$ cat src/rtl/tmr_pkg.sv
package tmr_pkg;
  localparam int unsigned OFS_CTRL   = 0;
  localparam int unsigned OFS_LOAD   = 1;
  localparam int unsigned OFS_VALUE  = 2;
  localparam int unsigned OFS_STATUS = 3;
  localparam int unsigned OFS_CLEAR  = 4;

  typedef struct packed {
    logic mask;   // bit 2: 1 = interrupt masked
    logic free;   // bit 1: 1 = free-running reload
    logic run;    // bit 0: 1 = counting enabled
  } ctrl_t;

  localparam ctrl_t CTRL_RESET = '{mask: 1'b0, free: 1'b1, run: 1'b0};
endpackage

$ cat src/rtl/tmr_regs.sv
module tmr_regs
  import tmr_pkg::*;
#(
  parameter int CNT_W  = 32,
  parameter int ADDR_W = 3
) (
  input  logic              clk,
  input  logic              rst,
  input  logic              wr,
  input  logic              rd,
  input  logic [ADDR_W-1:0] addr,
  input  logic [CNT_W-1:0]  wdata,
  input  logic [CNT_W-1:0]  count,
  input  logic              pending,
  output ctrl_t             ctrl,
  output logic [CNT_W-1:0]  load_val,
  output logic              start,
  output logic              stop,
  output logic              clr_rd,
  output logic [CNT_W-1:0]  rdata
);
  localparam int CTRL_BITS = $bits(ctrl_t);

  logic hit_ctrl, hit_load, hit_value, hit_status, hit_clear;
  ctrl_t ctrl_next;

  always_comb begin
    hit_ctrl   = (addr == ADDR_W'(OFS_CTRL));
    hit_load   = (addr == ADDR_W'(OFS_LOAD));
    hit_value  = (addr == ADDR_W'(OFS_VALUE));
    hit_status = (addr == ADDR_W'(OFS_STATUS));
    hit_clear  = (addr == ADDR_W'(OFS_CLEAR));
    ctrl_next  = ctrl_t'(wdata[CTRL_BITS-1:0]);
    start      = wr && hit_ctrl && ctrl_next.run && !ctrl.run;
    stop       = wr && hit_ctrl && !ctrl_next.run;
    clr_rd     = rd && hit_clear;
  end

  always_ff @(posedge clk) begin
    if (rst) begin
      ctrl     <= CTRL_RESET;
      load_val <= '0;
    end else if (wr) begin
      if (hit_ctrl) ctrl <= ctrl_next;
      if (hit_load && !ctrl.run) load_val <= wdata;
    end
  end

  always_ff @(posedge clk) begin
    if (rst) begin
      rdata <= '0;
    end else if (rd) begin
      rdata <= '0;
      if (hit_ctrl)   rdata <= CNT_W'(ctrl);
      if (hit_load)   rdata <= load_val;
      if (hit_value)  rdata <= count;
      if (hit_status) rdata <= CNT_W'(pending);
    end
  end

  assert_reset_ctrl_R1: assert property (@(posedge clk)
    rst |=> (ctrl == CTRL_RESET && load_val == '0));
  assert_load_locked_R10: assert property (@(posedge clk) disable iff (rst)
    (wr && hit_load && ctrl.run) |=> $stable(load_val));
  assert_clear_reads_zero_R8: assert property (@(posedge clk) disable iff (rst)
    clr_rd |=> (rdata == '0));
endmodule

$ cat src/rtl/tmr_count.sv
module tmr_count #(
  parameter int CNT_W = 32
) (
  input  logic             clk,
  input  logic             rst,
  input  logic             run,
  input  logic             free,
  input  logic             tick,
  input  logic             start,
  input  logic [CNT_W-1:0] load_val,
  output logic [CNT_W-1:0] count,
  output logic             expire
);
  localparam logic [CNT_W-1:0] ALL_ONES = '1;

  logic at_zero;
  logic [CNT_W-1:0] reload;

  always_comb begin
    at_zero = (count == '0);
    reload  = free ? ALL_ONES : load_val;
    expire  = run && tick && at_zero && !start;
  end

  always_ff @(posedge clk) begin
    if (rst) begin
      count <= '0;
    end else if (start) begin
      count <= load_val;
    end else if (run && tick) begin
      if (at_zero) count <= reload;
      else         count <= count - 1'b1;
    end
  end

  assert_start_loads_R3: assert property (@(posedge clk) disable iff (rst)
    start |=> (count == $past(load_val)));
  assert_idle_hold_R3: assert property (@(posedge clk) disable iff (rst)
    (!run && !start) |=> $stable(count));
  assert_user_reload_R4: assert property (@(posedge clk) disable iff (rst)
    (expire && !free) |=> (count == $past(load_val)));
  assert_free_reload_R5: assert property (@(posedge clk) disable iff (rst)
    (expire && free) |=> (count == ALL_ONES));
endmodule

$ cat src/rtl/tmr_irq.sv
module tmr_irq (
  input  logic clk,
  input  logic rst,
  input  logic expire,
  input  logic mask,
  input  logic stop,
  input  logic clr_rd,
  output logic pending
);
  always_ff @(posedge clk) begin
    if (rst)                  pending <= 1'b0;
    else if (stop)            pending <= 1'b0;
    else if (expire && !mask) pending <= 1'b1;
    else if (clr_rd)          pending <= 1'b0;
  end

  assert_raise_R6: assert property (@(posedge clk) disable iff (rst)
    (expire && !mask && !stop) |=> pending);
  assert_masked_quiet_R6: assert property (@(posedge clk) disable iff (rst)
    (!pending && mask) |=> !pending);
  assert_stop_clears_R9: assert property (@(posedge clk) disable iff (rst)
    stop |=> !pending);
  assert_clear_read_R8: assert property (@(posedge clk) disable iff (rst)
    (clr_rd && !expire) |=> !pending);
endmodule

$ cat src/rtl/tmr_interval.sv
module tmr_interval
  import tmr_pkg::*;
#(
  parameter int CNT_W  = 32,
  parameter int ADDR_W = 3
) (
  input  logic              clk,
  input  logic              rst,
  input  logic              tick,
  input  logic              bus_wr,
  input  logic              bus_rd,
  input  logic [ADDR_W-1:0] bus_addr,
  input  logic [CNT_W-1:0]  bus_wdata,
  output logic [CNT_W-1:0]  bus_rdata,
  output logic              irq
);
  ctrl_t            ctrl;
  logic [CNT_W-1:0] load_val, count;
  logic             start, stop, clr_rd, expire, pending;

  tmr_regs #(.CNT_W(CNT_W), .ADDR_W(ADDR_W)) u_regs (
    .clk(clk), .rst(rst), .wr(bus_wr), .rd(bus_rd), .addr(bus_addr),
    .wdata(bus_wdata), .count(count), .pending(pending), .ctrl(ctrl),
    .load_val(load_val), .start(start), .stop(stop), .clr_rd(clr_rd),
    .rdata(bus_rdata)
  );

  tmr_count #(.CNT_W(CNT_W)) u_count (
    .clk(clk), .rst(rst), .run(ctrl.run), .free(ctrl.free), .tick(tick),
    .start(start), .load_val(load_val), .count(count), .expire(expire)
  );

  tmr_irq u_irq (
    .clk(clk), .rst(rst), .expire(expire), .mask(ctrl.mask), .stop(stop),
    .clr_rd(clr_rd), .pending(pending)
  );

  assign irq = pending;

  assert_irq_low_in_reset_R1: assert property (@(posedge clk)
    rst |=> !irq);
endmodule

$ cat config.mk
export PLATFORM = sky130hd
export DESIGN_NAME = tmr_interval
export DESIGN_NICKNAME = d
export VERILOG_FILES = /design/src/rtl/tmr_pkg.sv /design/src/rtl/tmr_regs.sv /design/src/rtl/tmr_count.sv /design/src/rtl/tmr_irq.sv /design/src/rtl/tmr_interval.sv
export SDC_FILE = /design/constraint.sdc
export NUM_CORES = 1
export LEC_CHECK = 0
export ABC_AREA = 1
export ABC_CLOCK_PERIOD_IN_PS = 3050
export BUFFER_PORTS_ARGS = -buffer_cell sky130_fd_sc_hd__buf_2
export CAP_MARGIN = 20
export CORE_MARGIN = 1.5
export CORE_UTILIZATION = 35
export CTS_CLUSTER_DIAMETER = 50
export DETAILED_ROUTE_END_ITERATION = 7
export PLACE_DENSITY_LB_ADDON = 0.2
export RECOVER_POWER = 25
export SLEW_MARGIN = 20
export SYNTH_ARGS = -nofsm -noshare
export SYNTH_HDL_FRONTEND = slang
export SYNTH_HIERARCHICAL = 1
export SYNTH_SLANG_ARGS = --single-unit
$ cat constraint.sdc
create_clock -name clk -period 3.05 [get_ports clk]
set_input_delay 0.915 -clock clk [delete_from_list [all_inputs] [get_ports clk]]
set_output_delay 0.915 -clock clk [all_outputs]
set_load 0.02 [all_outputs]
==> summary.md <==
| Metric | Value |
|---|---|
| First-pass iteration count of the detailed router | 5 |
| Syn Nets | 953 |
| Setup-failing EPs final | 0 |
| Cell area after layout | 6550 um2 |
| Mean post-synth cell area | 6.25 um2 |
| Largest net degree at the start of global routing | 76 |
| Sequential area share after synthesis | 0.352 |
| Final Cycle Share | 0.818 |
| Resized cells post-CTS | 0 |
| FMAX | 401 MHz |
| Post-CTS Setup Inserts | 0 |
| Synth cell types | 37 |
| Core Rows | 46 |
| Power density over the cells | 532 nW/um2 |
| HPWL after detailed placement | 11.6 mm |
| Most frequent cells in the layout | nand2_1, dfxtp_1, a21oi_1 |
| Mapped Area | 5690 um2 |
| Area after DPL | 6250 um2 |
| Status | finished, violations left |
| Placer Congestion | 0.933 |
| Starting DRT DRC Count | 312 |
| Slew headroom | -0.0536 |
| Overall global routing resource usage | 0.205 |
| # diodes | 0 |
| Crit end category | flop |
| Crit path kind | input pin to flop |
| DRT antenna net count | 0 |
| Final Hold Viols | 0 |
| Setup crit start kind | input pin |
| Final net count | 1007 |
| Reg clk slew, reported paths | 0.07 ns |
| Core area | 15900 um2 |
| Worst Hold Class | flop to flop |
| Global route total overflow | 0 |
| Final Max Slew Viols | 109 |
| Max-cap viol count | 2 |
| CP arrival | 2.67 ns |
| Die H | 130 um |
| VDD IR max | 279 uV |
| Final hold slack | 0.462 ns |
| EDFF count, synth | 0 |
| Async SR Flop Fraction | 0 |
| Slew @ Worst Pin | 1.58 ns |
| Critical path data required time | 3.22 ns |
| I/O Pins | 73 |
| CP max FO | 11 |
| Setup Skew | 0.00865 ns |
| RSZ-0062 raised after global routing | no |
| Avg WL per Cell | 14.1 um |
| Fin crit period | 2.50 ns |
| # fillers | 1759 |
| Post-synthesis instance total | 911 |
| Htree depth | 3 |
| Setup tns final | 0 ns |
| R2r setup slk | 1.15 ns |
| Final core utilization | 0.412 |
| Hold Buf Count CTS | 0 |
| Failing checks | capacitance limit, slew limit |
| Vias in the first global route | 5277 |
| Routed WL | 16.7 mm |
| Root buffer cell | clkbuf_16 |
| PortBufs | 72 |
| DR vias/cell | 4.83 |
| CTS sink cnt | 100 |
| Die X | 130 um |
| Synthesis-stage register bit count | 100 |
| CTS tree | built |
| Leakage power figure | 2.98 nW |
| Worst skew pair latency | 0.35 ns |
| Clock Path Buffers | 2 |
| Initial antenna violation count | 0 |
| Area growth, synth to finish | 15.0% |
| Commonest non-fill, non-tap cell in the layout | nand2_1 |
| Vias post-DR | 5729 |
| CTS Buf Count | 9 |
| Layout cells sized above 1 | 0.133 |
| Die ar. | 17000 um2 |
| Post-synth top flop | dfxtp_1 |
| Yosys warns | 6 |
| Remaining DRCs | 0 |
| Initial Util | 0.358 |
| Global-route wire length before repair | 27.2 mm |
[worst max-delay path, stage by stage]
cell	delay, ns
clkbuf_1	0.13
inv_1	0.11
nand2_1	0.08
nor2_1	0.12
nand2_1	0.13
inv_1	0.11
nand2_1	0.07
nor2_1	0.15
inv_2	0.05
buf_4	0.16
nand2_1	0.34
nand3_1	0.13
nand3_1	0.09
a21oi_1	0.06
[cell type report]
cell class              instances  area (um2)  share of cell area
clock buffers                   9         225              0.0344
clock inverters                 7         108              0.0164
inverters                      72         270              0.0413
multi-input cells             694        3210               0.490
flip-flops and latches        100        2000               0.306
well taps                     216         270              0.0413
repair buffers                 88         464              0.0709
[path summary, 6_finish.rpt]
check | start | end | cells past startpoint
worst min-delay path | u_regs/rdata[27] | u_regs/rdata[27] | 2
worst min register to register | u_regs/rdata[27] | u_regs/rdata[27] | 2
worst max-delay path | bus_addr[1] | u_count/count[3] | 14
worst max register to register | u_count/count[0] | u_count/count[22] | 8
[synthesized netlist by cell type (3+ instances only)]
cell / n / area (um2)
nand2_1: 326 / 1220
dfxtp_1: 100 / 2000
a21oi_1: 91 / 455
nand3_1: 88 / 440
nor2_1: 88 / 330
inv_1: 64 / 240
clkbuf_1: 27 / 101
o21ai_0: 21 / 105
nor2_2: 12 / 75.1
buf_2: 11 / 55.1
xor2_1: 11 / 96.3
o221ai_1: 9 / 78.8
inv_2: 8 / 30.0
o21ai_1: 7 / 35.0
nor3_1: 5 / 25.0
nand2_2: 4 / 25.0
nor2_4: 4 / 45.0
xnor2_1: 4 / 35.0
buf_1: 3 / 11.3
nand4_1: 3 / 18.8
or2_2: 3 / 18.8
[through the flow]
stage | cells | setup slack [ns] | total power [W]
after floorplan | 911 | 0.506 | 0.00202
after detailed placement | 1170 | 0.239 | 0.00223
final | 1186 | 0.555 | 0.00348
after global routing | 1186 | 0.261 | 0.00367
after CTS | 1186 | 0.603 | 0.00352
after global placement | 1170 | 0.275 | 0.00223
[registers in the layout, summed over array words and instances, names as in the netlist]
signal,count
u_regs/load_val,32
u_regs/ctrl,3
u_irq/pending,1
u_count/count,32
u_regs/rdata,32
[power breakdown]
part	switching (W)	internal, W
logic	0.000562	0.000272
clock network	0.000544	0.000735
registers	0.0000367	0.00133
[metal layers]
| metal | wire [um] | vias to the layer above | track usage | part of all wire |
|---|---|---|---|---|
| met5 | 0 | - | 0 | 0 |
| met2 | 7130 | 127 | 0.319 | 0.43 |
| met3 | 793 | 13 | 0.0330 | 0.048 |
| met4 | 235 | 0 | 0.0588 | 0.014 |
| li1 | - | 3020 | - | - |
| met1 | 8520 | 2569 | 0.294 | 0.51 |
[cell families (layout without fill, tap and decap cells)]
kind of cell / count (synthesis) / count (layout) / share of synthesized area
AO/OA/AOI/OAI: 134 / 134 / 0.130
flip-flops: 100 / 100 / 0.352
adder cells (fa/ha/maj): 2 / 2 / 0.00440
buffers and inverters: 117 / 176 / 0.0836
AND/OR/NAND/NOR: 543 / 543 / 0.407
XOR/XNOR: 15 / 15 / 0.0231
Power figures use the tool's default switching activity.
